$ cat config.mk
export PLATFORM = sky130hd
export DESIGN_NAME = sfr_uart_tx
export DESIGN_NICKNAME = d
export VERILOG_FILES = /design/src/rtl/sfr_uart_tx_pkg.sv /design/src/rtl/sfr_addr_match.sv /design/src/rtl/bit_timer.sv /design/src/rtl/tx_engine.sv /design/src/rtl/sfr_uart_tx.sv
export SDC_FILE = /design/constraint.sdc
export NUM_CORES = 1
export LEC_CHECK = 0
export BUFFER_PORTS_ARGS = -buffer_cell sky130_fd_sc_hd__buf_4
export CAP_MARGIN = 20
export CORE_MARGIN = 8
export CORE_UTILIZATION = 48
export CTS_CLUSTER_SIZE = 14
export DETAILED_ROUTE_END_ITERATION = 6
export GPL_TIMING_DRIVEN = 0
export PLACE_DENSITY = 0.82
export SLEW_MARGIN = 10
export SYNTH_ARGS = -nofsm -noshare
export SYNTH_HDL_FRONTEND = slang
export SYNTH_SLANG_ARGS = --single-unit
export TNS_END_PERCENT = 1
$ cat constraint.sdc
create_clock -name clk -period 1.85 [get_ports clk]
set_input_delay 0.555 -clock clk [delete_from_list [all_inputs] [get_ports clk]]
set_output_delay 0.555 -clock clk [all_outputs]
set_load 0.02 [all_outputs]
$ cat src/rtl/sfr_uart_tx_pkg.sv
package sfr_uart_tx_pkg;

  typedef enum logic [1:0] {
    ST_IDLE  = 2'b00,
    ST_START = 2'b01,
    ST_DATA  = 2'b10,
    ST_STOP  = 2'b11
  } tx_state_e;

endpackage

$ cat src/rtl/sfr_addr_match.sv
module sfr_addr_match #(
  parameter int          ADDR_W   = 8,
  parameter logic [7:0]  REG_ADDR = 8'h91
) (
  input  logic              we,
  input  logic [ADDR_W-1:0] addr,
  output logic              hit
);

  always_comb begin
    hit = we && (addr == ADDR_W'(REG_ADDR));
  end

endmodule

$ cat src/rtl/bit_timer.sv
module bit_timer #(
  parameter int DIVISOR = 16
) (
  input  logic clk,
  input  logic rst_n,
  input  logic run,
  output logic tick
);

  localparam int CW = (DIVISOR > 2) ? $clog2(DIVISOR) : 1;
  localparam logic [CW-1:0] RELOAD = CW'(DIVISOR - 1);

  logic [CW-1:0] cnt_q, cnt_d;

  always_comb begin
    cnt_d = cnt_q;
    if (!run || cnt_q == '0) begin
      cnt_d = RELOAD;
    end else begin
      cnt_d = cnt_q - 1'b1;
    end
    tick = run && (cnt_q == '0);
  end

  always_ff @(posedge clk or negedge rst_n) begin
    if (!rst_n) begin
      cnt_q <= RELOAD;
    end else begin
      cnt_q <= cnt_d;
    end
  end


  cnt_range_chk: assert property (@(posedge clk) disable iff (!rst_n)
    cnt_q <= RELOAD);


  reload_after_tick_chk: assert property (@(posedge clk) disable iff (!rst_n)
    tick |=> (cnt_q == RELOAD));

endmodule

$ cat src/rtl/tx_engine.sv
module tx_engine
  import sfr_uart_tx_pkg::*;
#(
  parameter int DATA_W = 8
) (
  input  logic              clk,
  input  logic              rst_n,
  input  logic              wr_hit,
  input  logic [DATA_W-1:0] wdata,
  input  logic              tick,
  output tx_state_e         state,
  output logic              txd
);

  localparam int BW = (DATA_W > 2) ? $clog2(DATA_W) : 1;
  localparam logic [BW-1:0] LAST_BIT = BW'(DATA_W - 1);

  tx_state_e         state_q, state_d;
  logic [DATA_W-1:0] shreg_q, shreg_d;
  logic [BW-1:0]     bitn_q, bitn_d;
  logic              txd_q, txd_d;

  always_comb begin
    state_d = state_q;
    shreg_d = shreg_q;
    bitn_d  = bitn_q;
    txd_d   = txd_q;
    unique case (state_q)
      ST_IDLE: begin
        txd_d = 1'b1;
        if (wr_hit) begin
          state_d = ST_START;
          shreg_d = wdata;
          txd_d   = 1'b0;
        end
      end
      ST_START: begin
        if (tick) begin
          state_d = ST_DATA;
          bitn_d  = '0;
          txd_d   = shreg_q[0];
        end
      end
      ST_DATA: begin
        if (tick) begin
          if (bitn_q == LAST_BIT) begin
            state_d = ST_STOP;
            txd_d   = 1'b1;
          end else begin
            bitn_d  = bitn_q + 1'b1;
            shreg_d = shreg_q >> 1;
            txd_d   = shreg_q[1];
          end
        end
      end
      ST_STOP: begin
        if (tick) begin
          state_d = ST_IDLE;
        end
      end
      default: state_d = ST_IDLE;
    endcase
  end

  always_ff @(posedge clk or negedge rst_n) begin
    if (!rst_n) begin
      state_q <= ST_IDLE;
      shreg_q <= '0;
      bitn_q  <= '0;
      txd_q   <= 1'b1;
    end else begin
      state_q <= state_d;
      shreg_q <= shreg_d;
      bitn_q  <= bitn_d;
      txd_q   <= txd_d;
    end
  end

  assign state = state_q;
  assign txd   = txd_q;


  idle_line_high_chk: assert property (@(posedge clk) disable iff (!rst_n)
    (state_q == ST_IDLE) |-> txd_q);


  start_bit_low_chk: assert property (@(posedge clk) disable iff (!rst_n)
    (state_q == ST_START) |-> !txd_q);


  stop_bit_high_chk: assert property (@(posedge clk) disable iff (!rst_n)
    (state_q == ST_STOP) |-> txd_q);


  no_restart_when_busy_chk: assert property (@(posedge clk) disable iff (!rst_n)
    (wr_hit && state_q != ST_IDLE && state_q != ST_START) |=> (state_q != ST_START));


  data_order_chk: assert property (@(posedge clk) disable iff (!rst_n)
    (state_q == ST_DATA) |=> (state_q == ST_DATA || state_q == ST_STOP));

endmodule

$ cat src/rtl/sfr_uart_tx.sv
module sfr_uart_tx
  import sfr_uart_tx_pkg::*;
#(
  parameter int         DIVISOR  = 16,
  parameter logic [7:0] REG_ADDR = 8'h91
) (
  input  logic       clk,
  input  logic       rst_n,
  input  logic       sfr_we,
  input  logic [7:0] sfr_addr,
  input  logic [7:0] sfr_wdata,
  output logic       txd,
  output logic       busy,
  output logic [1:0] tx_state
);

  localparam int DATA_W = 8;

  logic      wr_hit;
  logic      tick;
  tx_state_e state;

  sfr_addr_match #(.ADDR_W(8), .REG_ADDR(REG_ADDR)) u_match (
    .we   (sfr_we),
    .addr (sfr_addr),
    .hit  (wr_hit)
  );

  bit_timer #(.DIVISOR(DIVISOR)) u_timer (
    .clk   (clk),
    .rst_n (rst_n),
    .run   (busy),
    .tick  (tick)
  );

  tx_engine #(.DATA_W(DATA_W)) u_engine (
    .clk    (clk),
    .rst_n  (rst_n),
    .wr_hit (wr_hit),
    .wdata  (sfr_wdata),
    .tick   (tick),
    .state  (state),
    .txd    (txd)
  );

  assign busy     = (state != ST_IDLE);
  assign tx_state = state;


  accept_starts_frame_chk: assert property (@(posedge clk) disable iff (!rst_n)
    (wr_hit && !busy) |=> (busy && !txd));


  foreign_addr_ignored_chk: assert property (@(posedge clk) disable iff (!rst_n)
    (!busy && !(sfr_we && sfr_addr == REG_ADDR)) |=> !busy);

endmodule

==> results of run 1 <==
==> flip-flops by register name, summed over array words and instances (netlist names) <==
name / flops
u_engine.bitn_q: 3
u_engine.shreg_q: 8
u_engine.state: 2
u_engine.txd: 1
u_timer.cnt_q: 4
==> report_power, final <==
part	switching, mW	internal, mW
combinational	0.0125	0.0258
clock	0.127	0.0841
sequential	0.0000804	0.394
==> metrics by stage <==
stage / utilization, % / cell area, um^2 / setup slack (ns) / instances / setup TNS (ns)
global placement: 59.8 / 1310 / -0.307 / 142 / -1.93
global route: 62.5 / 1370 / -0.221 / 148 / -2.02
floorplan: - / 1110 / -0.167 / 92 / -1.51
detailed placement: 59.8 / 1310 / -0.351 / 142 / -3.05
CTS: 62.0 / 1360 / -0.146 / 148 / -1.14
finish: 62.5 / 1370 / -0.154 / 148 / -1.18
==> worst max path at each step <==
stage / from / to / slack, ns
2_1_floorplan: u_engine.state[0] / u_engine.shreg_q[0] / -0.17
3_3_place_gp: sfr_addr[6] / u_engine.state[1] / -0.31
3_5_place_dp: sfr_addr[6] / u_engine.state[1] / -0.35
4_1_cts: u_engine.state[1] / u_engine.shreg_q[6] / -0.15
5_1_grt: u_engine.state[1] / u_engine.shreg_q[6] / -0.22
6_report: u_engine.state[1] / u_engine.shreg_q[6] / -0.15
==> worst max-delay path, stage by stage (launching register included) <==
cell       delay [ns]
dfrtp_2          0.39
inv_2            0.06
ha_4             0.19
or4b_4           0.54
nor2_4           0.14
o2bb2ai_4        0.23
mux2_4           0.34
==> repair_timing <==
item                       CTS  global route
pin swaps                    1             1
setup buffers                2             0
setup endpoints to repair   14            13
resized for setup            2             2
==> cell families (layout without fill, tap and decap cells) <==
family                     count (synthesis)  in the layout
AOI/OAI and AO/OA                         17             17
adders and majority gates                  9              9
buffers and inverters                      8             36
DFF                                       18             18
muxes                                     17             17
and+or+nand+nor                           23             23
==> final cells by class <==
class | instances | area, um^2 | area share (%)
Tap cell | 28 | 35.0 | 2.56
Buffer | 2 | 10.0 | 0.731
Sequential cell | 18 | 459 | 33.5
Timing Repair Buffer | 24 | 180 | 13.2
Clock buffer | 4 | 26.3 | 1.92
Multi-Input combinational cell | 66 | 637 | 46.5
Inverter | 6 | 22.5 | 1.64
==> routing by layer <==
metal	GRT usage [%]	up-vias	part of all wire, %
met4	4.46	0	1.1
li1	-	387	-
met2	19.9	23	50
met5	0	-	0
met3	4.36	2	5.5
met1	13.4	376	43
==> placed cells by master, fill, tap and decap left out, types with 3 or more instances in the layout <==
| master | count |
|---|---|
| dfrtp_1 | 11 |
| inv_1 | 4 |
| nor2_1 | 4 |
| mux2_2 | 8 |
| ha_1 | 7 |
| clkbuf_4 | 3 |
| o21ai_0 | 6 |
| dfstp_2 | 5 |
| nand2_1 | 5 |
| a21oi_1 | 4 |
| buf_4 | 24 |
| mux2_4 | 8 |
==> results.ini, run 1 <==
[status]
status = finished with violations
violations = setup timing

[worst_setup_path]
rrSetupSlack_ns = -0.15
worstSetupPathType = flop to flop
cp.arrival_ns = 2.19
cp-end-kind = flop
worst-path-max-fanout = 8
startpoint_type = flop
r2r_cells = 6
reg2reg_to = u_engine.shreg_q[6]
rr_startpoint = u_engine.state[1]
critPathRequiredTime_ns = 2.04

[die]
die_w_um = 63.8
placementRows = 17
start_util_pct = 50.0
dieArea_um2 = 4070
fp.dieH_um = 63.8
ios = 23
core_um2 = 2190

[cts]
insertion_delay_ns = 0.30
htree_levels = 1
hold_buffers = 0
cts_tree = built
cts_sinks = 18
clkTransAtPathRegs_ns = 0.11
cts_buffers = 3
clock_path_buffers = 2
cts_root_buffer = clkbuf_4

[sta]
min_period_ns = 2.00
fin_ws_ns = -0.154
slew_viol_final = 0
tightest_slew_ns = 0.382
whs_ns = 0.100
setup_viol = 10
fin_crit_sh_pct = 108
hold_viol = 0
relSlewSlack_pct = 74.5
rsz0062_at_grt = true
clock_skew_ns = 0.00968
fmax_mhz = 499

[global_route]
grtUsageTotal_pct = 11.8
grt_pass1_wl_um = 3940
grt_overflow = 0
grt_max_degree = 19
grt_pass1_vias = 882
antenna_found_initial = 0

[logic_synthesis]
synth_compound_area_share_pct = 11.7
async_flop_share_pct = 100
synth-simple-area-share_pct = 13.3
synth_commonest_cells = dfrtp_1, ha_1, mux2_2, mux2_4
yosysWarnings = 0
syn_area_um2 = 1090
yosysSeqAreaShare_pct = 41.7
synth_area_leaders = dfrtp_1, dfstp_2, mux2_4, ha_1, mux2_2
synth.distinct_cells = 29
synth_xor_area_share_pct = 0
synth.mux.area_fraction_pct = 20.2
synth_adder_area_share_pct = 10.3
ys_ff_latch = 18
synth_top_family_by_area = multiplexers
yosysTopAreaCell = dfrtp_1
synth_top_flop_cell = dfrtp_1
syn-num-nets = 120
synth-edff-count = 0
yosysTopAreaCellShare_pct = 29.7
synth.most_common_cell = dfrtp_1
syn_avg_cell_area_um2 = 11.9
synth_cells = 92

[routing]
first_pass_iters = 4
initialDrtViolationCount = 12
drcViolationCount = 0
wl_per_cell_um = 15.3
via_per_inst = 5.32
vias = 788
drtAntennaViolNets = 0
wirelength_um = 2260

[place]
routabilityCongestion = 0.845
io_buffers = 22
dp_hpwl_um = 1780

[pwr]
power_mw = 0.644
max-vdd-ir-drop_mv = 0.489
cellPowerDensity_nw_per_um2 = 470
total_leakage_power_nw = 0.654

[finish]
antenna_cells = 0
final.fill_count = 199
final_nets = 149
area_delta_synth_final_pct = 25.1
drive_gt1_share_pct = 50.0

[run]
maxCapViolCount = 0

[hold_path]
hold_path.class = primary input to asynchronous set/reset pin

Power figures use the tool's default switching activity.
==> run 2: changes to the inputs <==
- CORE_UTILIZATION: 48 -> 47
- PLACE_DENSITY: 0.82 -> 0.81
- SLEW_MARGIN: 10 -> 20
- SYNTH_HIERARCHICAL: not set -> 1
==> results.ini, run 2 <==
[place]
dp_hpwl_um = 1650  ; -7.7%
place_ws_ns = -0.206  ; +0.145 ns
routabilityCongestion = 0.827  ; -2.1%
io_buffers = 22  ; unchanged

[routing]
drtAntennaViolNets = 0  ; unchanged
route.met3.wl_um = 133  ; +6.4%
vias = 774  ; -1.8%
via_per_inst = 5.23  ; -1.8%
wl_met1_um = 953  ; -2.1%
initialDrtViolationCount = 13  ; +1
wl_met2_um = 1110  ; -2.3%
top_layer = met4
wl_per_cell_um = 15.0  ; -1.9%
first_pass_iters = 2  ; -2
wirelength_um = 2220  ; -1.9%
drcViolationCount = 0  ; unchanged

[finish]
largest_reg_flops = 8  ; unchanged
multi_input_area_um2 = 619  ; -2.8%
final_common_cell = buf_4
regArea_um2 = 457  ; -0.54%
final.fill_count = 196  ; -1.5%
largestRegisters = u_engine/shreg_q (8), u_timer/cnt_q (4), u_engine/bitn_q (3)
mostFrequentLayoutCells = buf_4, mux2_2, dfrtp_1
final_nets = 149  ; unchanged
area_delta_synth_final_pct = 29.1
top_register = u_engine/shreg_q
drive_gt1_share_pct = 53.3  ; +3.3 points
antenna_cells = 0  ; unchanged

[sta]
fin_crit_sh_pct = 101  ; -7.2 points
min_period_ns = 1.87  ; -0.132 ns
setup_viol = 3  ; -7
slew_viol_final = 0  ; unchanged
tightest_slew_ns = 0.281  ; -0.101 ns
fin_ws_ns = -0.0212  ; +0.132 ns
relSlewSlack_pct = 81.0  ; +6.5 points
rsz0062_at_grt = true
hold_viol = 0  ; unchanged
fmax_mhz = 534  ; +7.1%
clock_skew_ns = 0.0100  ; +0.000320 ns

[run]
maxCapViolCount = 0  ; unchanged

[logic_synthesis]
synth.most_common_cell = mux2_2
synth_top_flop_cell = dfrtp_1
synth-edff-count = 0  ; unchanged
synth_cells = 90  ; -2.2%
yosysTopAreaCell = dfrtp_1
synth_area_leaders = dfrtp_1, mux2_2, dfstp_2, ha_1, inv_1
yosysTopAreaCellShare_pct = 30.5  ; +0.80 points
syn_avg_cell_area_um2 = 11.8  ; -0.46%
synth_top_family_by_area = multiplexers
synth_adder_area_share_pct = 10.6  ; +0.28 points
syn-num-nets = 118  ; -1.7%
ys_ff_latch = 18  ; unchanged
yosysWarnings = 6  ; +6
synth_commonest_cells = mux2_2, dfrtp_1, ha_1
synth.distinct_cells = 32  ; +10%
async_flop_share_pct = 100  ; unchanged
syn_area_um2 = 1070  ; -2.6%
synth_compound_area_share_pct = 7.28  ; -4.4 points
synth.mux.area_fraction_pct = 19.8  ; -0.39 points
yosysSeqAreaShare_pct = 42.8  ; +1.1 points
synth_xor_area_share_pct = 0.822  ; +0.82 points
synth-simple-area-share_pct = 15.5  ; +2.2 points

[worst_setup_path]
worst-path-max-fanout = 8  ; unchanged
cp.arrival_ns = 2.06  ; -0.13 ns
path_buf_inv = 1  ; unchanged
critPathRequiredTime_ns = 2.04  ; about the same
path_cells = inv_2 -> ha_4 -> or3b_4 -> nor2_4 -> nand2b_4 -> nand4b_4 -> mux2_4
cp_slowest_cell = dfstp_2
crit_family = simple AND/OR/NAND/NOR gates
slowest_delay_ns = 0.40  ; -0.14 ns
worstSetupPathType = flop to flop
cp-end-kind = flop
startpoint_type = flop

[pwr]
power_mw = 0.686  ; +6.5%
total_leakage_power_nw = 0.689  ; +5.5%
max-vdd-ir-drop_mv = 0.471  ; -3.7%
cellPowerDensity_nw_per_um2 = 498  ; +6.1%

[cts]
cts_tree = built
htree_levels = 1  ; unchanged
cts_root_buffer = clkbuf_4
insertion_delay_ns = 0.30  ; about the same
clock_path_buffers = 2  ; unchanged
clkTransAtPathRegs_ns = 0.12  ; about the same
cts_buffers = 3  ; unchanged
cts_sinks = 18  ; unchanged

[global_route]
antenna_found_initial = 0  ; unchanged
grtUsageTotal_pct = 11.9  ; +0.094 points
grt_pass1_vias = 849  ; -3.7%
grt_pass1_wl_um = 3940  ; unchanged
grt_overflow = 0  ; unchanged
grt_max_degree = 19  ; unchanged

[die]
placementRows = 17  ; unchanged
fp.dieH_um = 63.6  ; -0.21%
start_util_pct = 49.1  ; -0.84 points
die_w_um = 63.6  ; -0.21%
core_um2 = 2170  ; -0.97%
ios = 23  ; unchanged
dieArea_um2 = 4050  ; -0.42%

[hold_path]
hold_path.class = primary input to asynchronous set/reset pin

[status]
violations = setup timing
status = finished with violations

-- run 2: cell types whose count changed after synthesis, sizes merged, moves of 2 or more --
cell and change:
or3b +2, mux2i +2, o21ai -5, nor2 -2, nand2b +2, a21oi -4, nor4b -3, a22o -2
-- run 2: path summary, 6_finish.rpt --
path,startpoint,end,slack (ns),depth (start not counted)
max,u_timer/cnt_q[0],u_engine/shreg_q[7],-0.02,7
min,rst_n,u_engine/bitn_q[0],0.10,1
max reg2reg,u_timer/cnt_q[0],u_engine/shreg_q[7],-0.02,7
min reg2reg,u_timer/cnt_q[0],u_timer/cnt_q[0],0.50,1
max in group asynchronous,rst_n,u_engine/txd,1.48,1
min in group clk,u_timer/cnt_q[0],u_timer/cnt_q[0],0.50,1
-- run 2: logic make-up (layout without fill, tap and decap cells) --
logic type,Yosys count,count (layout)
compound gates,10,10
xor+xnor,1,1
fa+ha+maj,9,9
buf+inv,8,38
flops,18,18
mux,19,19
simple gates,25,25
-- run 2: final cells by class --
| type | instances | area share [%] |
|---|---|---|
| tap | 28 | 2.55 |
| buffer | 1 | 0.545 |
| multi-input combinational | 64 | 45.0 |
| timing repair buffer | 26 | 14.2 |
| clock buffer | 4 | 2.64 |
| sequential | 18 | 33.2 |
| inverter | 7 | 1.91 |
-- run 2: per-stage QoR --
stage | setup TNS [ns] | std cells | area, um^2 | util [%] | hold WS [ns]
finish | -0.0322 | 148 | 1380 | 63.4 | 0.101
global route | -0.514 | 148 | 1380 | 63.4 | 0.0994
CTS | -0.410 | 146 | 1350 | 62.0 | 0.100
detailed placement | -1.64 | 140 | 1290 | 59.5 | 0.443
global placement | -1.51 | 140 | 1290 | 59.5 | 0.437
floorplan | 0 | 90 | 1090 | - | 0.259
-- run 2: what timing repair did --
| item | CTS | global route |
|---|---|---|
| buffers inserted | 2 | 2 |
| endpoints found under the setup margin | 9 | 14 |
| gates resized for setup | 1 | 5 |
| hold buffers | 0 | 0 |
| pin swaps | 3 | 1 |
-- run 2: metal layers --
metal	vias up	track usage (%)
met3	2	4.59
met1	379	13.3
met5	-	0
li1	377	-
met4	0	4.18
met2	16	20.0
-- run 2: report_power, final --
| part | internal (mW) | total (mW) | switching (mW) |
|---|---|---|---|
| clock network | 0.120 | 0.254 | 0.134 |
| registers | 0.394 | 0.394 | 0 |
| logic | 0.0251 | 0.0379 | 0.0129 |
==> run 3: changes to the inputs <==
- RECOVER_POWER: not set -> 25
==> results.ini, run 3 (synthesis gave the netlist of run 2 again) <==
[sta]
whs_ns = 0.400  ; +0.299 ns
slew_viol_final = 0  ; unchanged
setup_viol = 2  ; -1
fin_ws_ns = -0.00571  ; +0.0155 ns
fin_crit_sh_pct = 100  ; -0.84 points
tightest_slew_ns = 1.02  ; +0.737 ns
fmax_mhz = 539  ; +0.84%
final.setup.tns_ns = -0.00989  ; +0.0224 ns
rsz0062_at_grt = true
relSlewSlack_pct = 32.2  ; -49 points
min_period_ns = 1.86  ; -0.0155 ns
hold_viol = 0  ; unchanged
clock_skew_ns = 0.000595  ; -0.00940 ns

[routing]
drcViolationCount = 0  ; unchanged
initialDrtViolationCount = 12  ; -1
vias = 776  ; +0.26%
wl_per_cell_um = 14.8  ; -1.1%
first_pass_iters = 4  ; +2
wl_met2_um = 1100  ; -0.36%
wl_met1_um = 933  ; -2.1%
via_per_inst = 5.24  ; +0.26%
drtAntennaViolNets = 0  ; unchanged
wirelength_um = 2190  ; -1.1%
route.met3.wl_um = 132  ; -0.75%
top_layer = met4

[status]
violations = setup timing
status = finished with violations

[die]
start_util_pct = 49.1  ; unchanged
ios = 23  ; unchanged
core_um2 = 2170  ; unchanged
dieArea_um2 = 4050  ; unchanged
fp.dieH_um = 63.6  ; unchanged
die_w_um = 63.6  ; unchanged
placementRows = 17  ; unchanged

[worst_setup_path]
cp-end-kind = primary output
worstSetupPathType = flop to primary output
critPathRequiredTime_ns = 1.29  ; -0.75 ns
rr_startpoint = u_timer/cnt_q[0]
startpoint_type = flop
reg2reg_to = u_engine/shreg_q[7]
rrSetupSlack_ns = 0  ; +0.02 ns
worst-path-max-fanout = 8  ; unchanged
cp.arrival_ns = 1.30  ; -0.76 ns
r2r_cells = 7  ; unchanged

[finish]
mostFrequentLayoutCells = buf_4, mux2_2, dfrtp_1
antenna_cells = 0  ; unchanged
final_common_cell = buf_4
largestRegisters = u_engine/shreg_q (8), u_timer/cnt_q (4), u_engine/bitn_q (3)
top_register = u_engine/shreg_q
final_nets = 149  ; unchanged
area_delta_synth_final_pct = 28.8
drive_gt1_share_pct = 52.5  ; -0.83 points
largest_reg_flops = 8  ; unchanged

[pwr]
p_int_mw = 0.538  ; -0.22%
max-vdd-ir-drop_mv = 0.469  ; -0.59%
power_mw = 0.676  ; -1.5%
p_sw_mw = 0.138  ; -6.0%
combPwrFrac_pct = 5.5  ; about the same
sw_frac_of_total_pct = 20.4  ; -0.98 points
total_leakage_power_nw = 0.686  ; -0.53%
seqPwrFrac_pct = 58.3  ; +0.8 points
cellPowerDensity_nw_per_um2 = 492  ; -1.2%
pwr-share-clk_pct = 36.3  ; -0.7 points

[global_route]
grtUsageTotal_pct = 11.9  ; unchanged
grt_pass1_wl_um = 3940  ; unchanged
antenna_found_initial = 0  ; unchanged
grt_pass1_vias = 849  ; unchanged
grt_max_degree = 19  ; unchanged
grt_overflow = 0  ; unchanged

[run]
maxCapViolCount = 0  ; unchanged

[cts]
cts_buffers = 3  ; unchanged
cts_tree = built
htree_levels = 1  ; unchanged
insertion_delay_ns = 0.29  ; about the same
clkTransAtPathRegs_ns = 0.10  ; -0.02 ns
cts_sinks = 18  ; unchanged
cts_root_buffer = clkbuf_4
clock_path_buffers = 2  ; unchanged

[place]
place_ws_ns = -0.206  ; unchanged
dp_hpwl_um = 1650  ; unchanged
routabilityCongestion = 0.827  ; unchanged
io_buffers = 22  ; unchanged

[hold_path]
hold_path.class = primary input to asynchronous set/reset pin

-- run 3: cell types whose count changed in the layout (fill, tap and decap cells not counted) --
| cell | previous run | this run |
|---|---|---|
| buf_4 | 27 | 26 |
| clkbuf_1 | 0 | 1 |
-- run 3: what timing repair did --
item                                    in CTS  in global routing
hold buffers                                 0                  0
setup buffers                                2                  2
resized for setup                            1                  5
endpoints found under the setup margin       9                 14
pin swaps                                    3                  1
-- run 3: worst max-delay path by stage --
stage,slack (ns),cells after the start,from,endpoint
finish,-0.006,2,u_engine/state[1],busy
global route,-0.08,7,u_timer/cnt_q[0],u_engine/shreg_q[7]
detailed placement,-0.21,6,sfr_addr[1],u_engine/shreg_q[0]
floorplan,0.01,7,u_timer/cnt_q[0],u_engine/shreg_q[0]
global placement,-0.19,6,sfr_addr[1],u_engine/shreg_q[3]
CTS,-0.05,7,u_timer/cnt_q[0],u_engine/shreg_q[0]
-- run 3: worst max-delay path: stages (launching register included) --
cell and delay, ns:
dfrtp_1 0.49, or2_1 0.33, buf_4 0.18
-- run 3: cell type report --
cell class                      instances  area, um^2
Clock buffer                            4        36.3
Timing Repair Buffer                   26         191
Multi-Input combinational cell         64         619
Buffer                                  1        7.51
Fill cell                             195         797
Tap cell                               28        35.0
Sequential cell                        18         457
Inverter                                7        26.3
-- run 3: metal layers --
layer  vias up  GRT usage, %
met5         -             0
met4         0          4.18
met3         2          4.59
met2        16          20.0
met1       378          13.3
li1        380             -
-- run 3: per-stage QoR --
| step | area, um^2 | cells | util (%) |
|---|---|---|---|
| floorplan | 1090 | 90 | - |
| global route | 1370 | 148 | 63.3 |
| CTS | 1350 | 146 | 62.0 |
| detailed placement | 1290 | 140 | 59.5 |
| global placement | 1290 | 140 | 59.5 |
| finish | 1370 | 148 | 63.3 |
-- run 3: power by group through the flow --
| stage | clock (mW) | combinational (mW) | sequential, mW |
|---|---|---|---|
| 6_report | 0.245 | 0.0369 | 0.394 |
| 5_1_grt | 0.278 | 0.0412 | 0.394 |
| 4_1_cts | 0.263 | 0.0390 | 0.394 |
| 3_5_place_dp | 0 | 0.0390 | 0.401 |
| 3_3_place_gp | 0 | 0.0379 | 0.401 |
| 2_1_floorplan | 0 | 0.00205 | 0.401 |
